[src/rtl/ccg_pkg.sv]
package ccg_pkg;

    localparam int SEL_W      = 4;
    localparam int DIV_W      = 3;
    localparam int RATIO_W    = 4;
    localparam int MHZ_W      = 8;
    localparam int REF_MHZ    = 240;
    localparam int BASE_RATIO = 3;
    localparam int MAX_CODE   = 4;

    typedef enum logic {
        SRC_80  = 1'b0,
        SRC_240 = 1'b1
    } src_e;

    typedef struct packed {
        src_e             src;
        logic [DIV_W-1:0] div;
    } sel_t;

    typedef struct packed {
        logic [RATIO_W-1:0] ratio;
        logic [MHZ_W-1:0]   mhz;
        logic               fallback;
    } rate_t;

    function automatic rate_t decode_rate(input sel_t s);
        rate_t r;
        r.ratio    = RATIO_W'(BASE_RATIO);
        r.mhz      = MHZ_W'(REF_MHZ / BASE_RATIO);
        r.fallback = 1'b0;
        if (s.src == SRC_240) begin
            if (int'(s.div) <= MAX_CODE) begin
                r.ratio = RATIO_W'(4 + 2 * int'(s.div));
                case (s.div)
                    3'd0:    r.mhz = MHZ_W'(REF_MHZ / 4);
                    3'd1:    r.mhz = MHZ_W'(REF_MHZ / 6);
                    3'd2:    r.mhz = MHZ_W'(REF_MHZ / 8);
                    3'd3:    r.mhz = MHZ_W'(REF_MHZ / 10);
                    default: r.mhz = MHZ_W'(REF_MHZ / 12);
                endcase
            end else begin
                r.fallback = 1'b1;
            end
        end
        return r;
    endfunction

endpackage

[src/rtl/ccg_regif.sv]
module ccg_regif
    import ccg_pkg::*;
#(
    parameter int          ADDR_W   = 16,
    parameter int          DATA_W   = 32,
    parameter logic [ADDR_W-1:0] REG_ADDR = 16'h1008
) (
    input  logic              clk,
    input  logic              rst,
    input  logic              bus_sel,
    input  logic              bus_wr,
    input  logic [ADDR_W-1:0] bus_addr,
    input  logic [DATA_W-1:0] bus_wdata,
    output logic [DATA_W-1:0] bus_rdata,
    output logic              bus_rvalid,
    output sel_t              sel_q
);

    logic hit;
    logic wdata_unused;

    assign hit          = bus_sel && (bus_addr == REG_ADDR);
    assign wdata_unused = ^bus_wdata[DATA_W-1:SEL_W];

    always_ff @(posedge clk) begin
        if (rst) begin
            sel_q      <= '0;
            bus_rdata  <= '0;
            bus_rvalid <= 1'b0;
        end else begin
            bus_rvalid <= bus_sel && !bus_wr;
            bus_rdata  <= '0;
            if (hit && bus_wr) begin
                sel_q <= sel_t'(bus_wdata[SEL_W-1:0]);
            end
            if (hit && !bus_wr) begin
                bus_rdata <= {{(DATA_W-SEL_W){1'b0}}, sel_q};
            end
        end
    end

endmodule

[src/rtl/ccg_rate_map.sv]
module ccg_rate_map
    import ccg_pkg::*;
(
    input  sel_t  sel,
    output rate_t rate
);

    always_comb begin
        rate = decode_rate(sel);
    end

endmodule

[src/rtl/ccg_pulse_gen.sv]
module ccg_pulse_gen
    import ccg_pkg::*;
(
    input  logic  clk,
    input  logic  rst,
    input  rate_t next_rate,
    output logic  clk_en,
    output rate_t active
);

    localparam rate_t RESET_RATE = decode_rate(sel_t'('0));

    logic [RATIO_W-1:0] cnt;

    assign clk_en = (cnt == '0);

    always_ff @(posedge clk) begin
        if (rst) begin
            cnt    <= RESET_RATE.ratio - RATIO_W'(1);
            active <= RESET_RATE;
        end else if (cnt == '0) begin
            cnt    <= next_rate.ratio - RATIO_W'(1);
            active <= next_rate;
        end else begin
            cnt <= cnt - RATIO_W'(1);
        end
    end

endmodule

[src/rtl/ccg_core_clk_gen.sv]
module ccg_core_clk_gen
    import ccg_pkg::*;
#(
    parameter int CHAN_IDX   = 0,
    parameter int ADDR_W     = 16,
    parameter int DATA_W     = 32,
    parameter int WIN_STRIDE = 'h1000,
    parameter int SEL_OFFSET = 'h8
) (
    input  logic              clk,
    input  logic              rst,
    input  logic              bus_sel,
    input  logic              bus_wr,
    input  logic [ADDR_W-1:0] bus_addr,
    input  logic [DATA_W-1:0] bus_wdata,
    output logic [DATA_W-1:0] bus_rdata,
    output logic              bus_rvalid,
    output logic              clk_en,
    output logic [MHZ_W-1:0]  eff_mhz,
    output logic              fallback
);

    localparam logic [ADDR_W-1:0] REG_ADDR =
        ADDR_W'((CHAN_IDX + 1) * WIN_STRIDE + SEL_OFFSET);

    sel_t  sel_q;
    rate_t next_rate;
    rate_t active;

    ccg_regif #(
        .ADDR_W  (ADDR_W),
        .DATA_W  (DATA_W),
        .REG_ADDR(REG_ADDR)
    ) u_regif (
        .clk       (clk),
        .rst       (rst),
        .bus_sel   (bus_sel),
        .bus_wr    (bus_wr),
        .bus_addr  (bus_addr),
        .bus_wdata (bus_wdata),
        .bus_rdata (bus_rdata),
        .bus_rvalid(bus_rvalid),
        .sel_q     (sel_q)
    );

    ccg_rate_map u_map (
        .sel (sel_q),
        .rate(next_rate)
    );

    ccg_pulse_gen u_pulse (
        .clk      (clk),
        .rst      (rst),
        .next_rate(next_rate),
        .clk_en   (clk_en),
        .active   (active)
    );

    assign eff_mhz  = active.mhz;
    assign fallback = active.fallback;

endmodule

[config.mk]
export PLATFORM = sky130hd
export DESIGN_NAME = ccg_core_clk_gen
export DESIGN_NICKNAME = d
export VERILOG_FILES = /design/src/rtl/ccg_pkg.sv /design/src/rtl/ccg_regif.sv /design/src/rtl/ccg_rate_map.sv /design/src/rtl/ccg_pulse_gen.sv /design/src/rtl/ccg_core_clk_gen.sv
export SDC_FILE = /design/constraint.sdc
export NUM_CORES = 1
export LEC_CHECK = 0
export BUFFER_PORTS_ARGS = -buffer_cell sky130_fd_sc_hd__buf_2
export CAP_MARGIN = 20
export CORE_ASPECT_RATIO = 1.4
export CORE_UTILIZATION = 39
export DETAILED_ROUTE_END_ITERATION = 6
export GPL_TIMING_DRIVEN = 1
export PLACE_DENSITY_LB_ADDON = 0.08
export SLEW_MARGIN = 20
export SYNTH_ARGS = -nofsm -noshare
export SYNTH_HDL_FRONTEND = slang
export SYNTH_SLANG_ARGS = --single-unit
[constraint.sdc]
create_clock -name clk -period 3.36 [get_ports clk]
set_input_delay 0.504 -clock clk [delete_from_list [all_inputs] [get_ports clk]]
set_output_delay 0.504 -clock clk [all_outputs]
set_load 0.005 [all_outputs]
==> Word-level counts from Yosys, hierarchy flattened <==
Cells that the tools add are included.
{ "word_totals": {"regBits": 50, "inputBits": 52, "output_inout_bits": 43, "word_cells": 30} }
{ "op_classes": {"add_sub_neg": 3, "magnitude_cmp": 1, "eq_ne": 4, "muxes": 5, "n_bitwise": 1, "n_reduce_logical": 8} }
{ "ops": {"columns": ["op", "n"], "rows": [
  ["6-bit one-hot mux with 4 select lines", 1],
  ["16-bit by 13-bit equality test with 1-bit output (second input constant)", 1],
  ["13-bit two-way mux", 1],
  ["12-bit two-way mux", 1],
  ["4-bit by 1-bit subtractor with 4-bit output (second input constant)", 2],
  ["3-bit by 2-bit equality test with 1-bit output (second input constant)", 2],
  ["3-bit by 4-bit adder with 4-bit output (first input constant)", 1],
  ["1-bit logical AND", 4],
  ["4-bit zero test", 1],
  ["4-bit two-way mux", 1],
  ["3-bit by 1-bit equality test with 1-bit output (second input constant)", 1],
  ["3-bit less-or-equal comparator (second input constant)", 1],
  ["3-bit zero test", 1],
  ["2-bit OR reduction", 1],
  ["1-bit zero test", 1],
  ["1-bit two-way mux", 1],
  ["1-bit inverter", 1]
]} }

==> Logic depth before layout (Yosys ltp) <==
{ "logic_depth": {"depth_word": 6, "depth_mapped": 7, "mapped_depth_nobuf": 6} }

==> Cells and area by module <==
A second synthesis with hierarchy kept.
{ "unflattened": {"cells_unflattened": 159, "hier_area_um2": 1403.8} }
{ "by_module_without_submodules": {"columns": ["module", "instances", "cells_each", "area_each_um2", "seq_area_each_um2"], "rows": [
  ["ccg_pulse_gen", 1, 77, 694.4, 340.3],
  ["ccg_regif", 1, 63, 586.8, 180.2],
  ["ccg_rate_map", 1, 19, 122.6, 0.0]
]} }

==> Worst setup path after synthesis <==
Ideal clock, no wire load.
{ "synth_path": {"kind": "flip-flop to flip-flop", "from": "reg u_pulse.cnt[1]", "to": "reg u_pulse.cnt[2]", "setup_ps": 129, "arrival_time_ps": 1578, "t_required_ps": 3231, "slack_ps": 1654, "path_stages_with_launch": 8, "n_path_buf": 1, "period_less_slack_ps": 1706, "cell_sequence": "dfxtp_1 or4_4 buf_6 a21oi_1 nor2_1 ha_1 xor2_1 nor2_1"} }
{ "synth_via": {"elab_chain_len": 2, "word_cells_on_any_way": 3, "classes_between": "1 x add/sub; 1 x mux; 1 x reduce/logical"} }
{ "synth_lines": {"columns": ["element", "line_no", "rtl"], "rows": [
  ["start: declaration", "ccg_pulse_gen.sv:13", "logic [RATIO_W-1:0] cnt;"],
  ["start signal: assignment", "ccg_pulse_gen.sv:19", "cnt <= RESET_RATE.ratio - RATIO_W'(1);"],
  ["start signal: assignment", "ccg_pulse_gen.sv:22", "cnt <= next_rate.ratio - RATIO_W'(1);"],
  ["start signal: assignment", "ccg_pulse_gen.sv:25", "cnt <= cnt - RATIO_W'(1);"],
  ["4-bit by 1-bit subtractor with 4-bit output or 4-bit zero test (tied branches)", "ccg_pulse_gen.sv:25, ccg_pulse_gen.sv:21", null],
  ["4-bit two-way mux (*)", "ccg_pulse_gen.sv:21", "end else if (cnt == '0) begin"]
]} }
Every way passes the cells marked *; elsewhere a longest branch is shown, timed or not.
A chain may end at the register's enable or synchronous reset.

==> Final worst setup path <==
{ "layout_path": {"from": "reg u_pulse.cnt[1]", "to": "out clk_en"} }
{ "layout_via": {"elab_chain_len": 1} }
{ "layout_lines": {"columns": ["element", "line_no", "rtl"], "rows": [
  ["4-bit zero test", "ccg_pulse_gen.sv:15", "assign clk_en = (cnt == '0);"],
  ["end: declaration", "ccg_core_clk_gen.sv:18", "output logic clk_en,"]
]} }
Every way passes these cells.

==> results by group <==
GRT
  • Largest net degree at the start of global routing: 17
  • First-pass GRT wire length: 3167 um
  • Grt peak-use layer: met2
  • M3 GR Usage: 0.02023
  • GR Overflow Total: 0
  • Total track usage: 0.1468
  • Vias in the first global route: 773
  • Antenna violations before repair: 0
  • Global routing usage on met1: 0.1581
  • GR Util met2: 0.2518

Clock tree
  • Post_cts resized: 0
  • Post CTS Setup Buffer Count: 0
  • Clk slew on worst S/H paths: 110 ps
  • TritonCTS Buffers: 3
  • Htree depth: 1
  • Worst-Skew Late Latency: 300 ps
  • Clock Tree Buf Depth: 2
  • Root buf cell: clkbuf_4
  • Hold buffers post-CTS: 0
  • CTS Sinks: 20
  • CTS tree: yes

Routing
  • ANT nets after route: 0
  • Per-cell routed wire length: 10.24 um
  • Post-Route WL: 1895 um
  • TritonRoute pass-1 iters: 2
  • Via density: 4.595
  • Vias: 850
  • DR DRC count: 0
  • Initial drt markers: 6

Pwr
  • P_leak: 0.0005680 uW
  • Overall Power: 525.4 uW
  • Worst VDD drop: 0.2572 mV
  • PwrDens: 455.0 nW/um^2

Worst hold path
  • Worst Hold End: u_regif.sel_q[2]$_SDFFE_PP0P_
  • Hold depth: 3
  • HP Start: bus_wdata[2]
  • HP Class: primary input to flip-flop

Yosys
  • Ys Warns: 0
  • Synthesized area per cell: 8.931 um^2
  • Area contributors post-synth: dfxtp_1 39%, buf_4 22%, a21oi_1 3.9%, nand4_1 3.6%, nor2_1 2.5%
  • Synth area leader: dfxtp_1
  • Seq cells post-synth: 20
  • Gate Count Post-Synth: 116
  • Count of cell types in the netlist: 34
  • Top_reg_cell synth: dfxtp_1
  • Commonest cells post-synth: 30 x buf_4, 20 x dfxtp_1, 8 x a21oi_1
  • Count leader, synth: buf_4
  • Asr flop ratio synth: 0
  • Seq/Total Area, Yosys: 0.3865
  • Synth top area share: 0.3865
  • Post-synthesis cell area: 1036 um^2
  • EDFF count, synth: 0

Floorplanning
  • Die Wd: 45.56 um
  • CORE AREA: 2444 um^2
  • Die Y: 62.99 um
  • Initial Util: 0.4240
  • I/O pin total: 95
  • Std-Cell Rows: 21
  • Die area: 2870 um^2

Place
  • DP HPWL: 1494 um
  • PortBufs: 36
  • Gpl congestion: 0.7491

Setup path
  • CP Capture Type: output pin
  • Capturing point of the worst reg2reg path: u_pulse.cnt[2]$_SDFF_PP0_
  • Register-to-register setup slack: 1570 ps
  • Worst EP arrival: 1470 ps
  • Crit Reg-Reg Startpoint: u_pulse.cnt[1]$_SDFF_PP1_
  • CP max FO: 10
  • Worst EP required: 2860 ps
  • Worst Reg-to-Reg Cells: 6
  • WS Path Type: flip-flop to output pin
  • Worst Setup Start Kind: flip-flop

Timing
  • Fmax: 505.5 MHz
  • Final period util: 0.5888
  • Max Slew Vio Count: 0
  • Setup violations, final: 0
  • RSZ-0062 raised after global routing: false
  • Min Tclk post-route: 1978 ps
  • Final Hold Vio Count: 0
  • Clock skew: 11.92 ps
  • Setup TNS: 0 ps

Finish
  • Layout cells sized above 1: 0.2914
  • Diode count: 0
  • # nets final: 205
  • Layout Area Growth over Synthesis: 11.47%

Status
  • Outcome: completed

Run
  • Max Cap Viol: 0
-- sequential cells by signal, indices dropped and copies added, names as in the netlist --
register and cells:
u_pulse.active 7, u_regif.bus_rvalid 1, u_regif.bus_rdata 4, u_regif.sel_q 4, u_pulse.cnt 4
-- power by group --
part,internal (uW),switching (uW)
registers,256,10.2
logic,48.5,73.6
clock network,66.1,70.9
total,371,155
-- layout by cell type (no fill, tap or decap), drive strengths merged --
cell and instances:
a211o 1, a21oi 9, a22oi 1, a2bb2oi 1, a311oi 1, a31oi 1, a41oi 1, and3 4
and4 1, buf 36, clkbuf 4, clkinv 1, conb 30, dfxtp 20, ha 1, inv 2
nand2 5, nand2b 2, nand3 1, nand3b 1, nand4 6, nor2 7, nor3 1, nor3b 1
nor4 2, nor4b 2, o21ai 5, o32ai 1, or3 1, or4 1, xor2 1
-- worst max-delay path by stage --
| stage | start | to | slack (ps) | depth (start not counted) |
|---|---|---|---|---|
| finish | u_pulse.cnt[1]$_SDFF_PP1_ | clk_en | 1380 | 3 |
| global route | u_pulse.cnt[1]$_SDFF_PP1_ | clk_en | 1330 | 3 |
| CTS | u_pulse.cnt[1]$_SDFF_PP1_ | clk_en | 1370 | 3 |
| detailed placement | u_pulse.cnt[1]$_SDFF_PP1_ | u_pulse.cnt[2]$_SDFF_PP0_ | 1590 | 6 |
| global placement | u_pulse.cnt[0]$_SDFF_PP0_ | u_pulse.cnt[2]$_SDFF_PP0_ | 1590 | 6 |
| floorplan | u_pulse.cnt[1]$_SDFF_PP1_ | u_pulse.cnt[2]$_SDFF_PP0_ | 1650 | 7 |
-- layout make-up --
type | instances | area [um^2]
Tap cell | 34 | 42.54
Inverter | 3 | 16.27
Fill cell | 260 | 1289
Sequential cell | 20 | 400.4
Clock buffer | 4 | 36.28
Multi-Input combinational cell | 88 | 479.2
Timing Repair Buffer | 36 | 180.2
-- worst max-delay path, cell delays in order (launching register included) --
cell,delay (ps)
dfxtp_1,330
or4_4,620
clkinv_4,110
buf_2,110
-- metal layers --
metal,wire length [um],vias to the layer above,part of all wire
met4,31,0,0.016
li1,-,419,-
met1,794,389,0.42
met3,107,5,0.056
met2,961,37,0.51
met5,0,-,0
-- kinds of logic (layout without fill, tap and decap cells) --
family | after synthesis | after routing | share of synthesized area
buffers and inverters | 37 | 43 | 0.2560
xor gates and xnor gates | 1 | 1 | 0.008456
other | 1 | 30 | 0.003620
adders and majority gates | 1 | 1 | 0.01208
DFF | 20 | 20 | 0.3865
and+or+nand+nor | 35 | 35 | 0.2065
AOI/OAI and AO/OA | 21 | 21 | 0.1268
-- stage by stage --
stage | utilization | cell area (um^2) | instances | hold slack, ps | setup slack (ps)
after floorplan | - | 1145 | 145 | 422.8 | 1654
after CTS | 0.4726 | 1155 | 185 | 457.6 | 1368
after global placement | 0.4578 | 1119 | 181 | 438.7 | 1594
final | 0.4726 | 1155 | 185 | 456.5 | 1382
after global routing | 0.4726 | 1155 | 185 | 456.8 | 1325
after detailed placement | 0.4578 | 1119 | 181 | 448.7 | 1591
(Power assumes the default switching activity.)
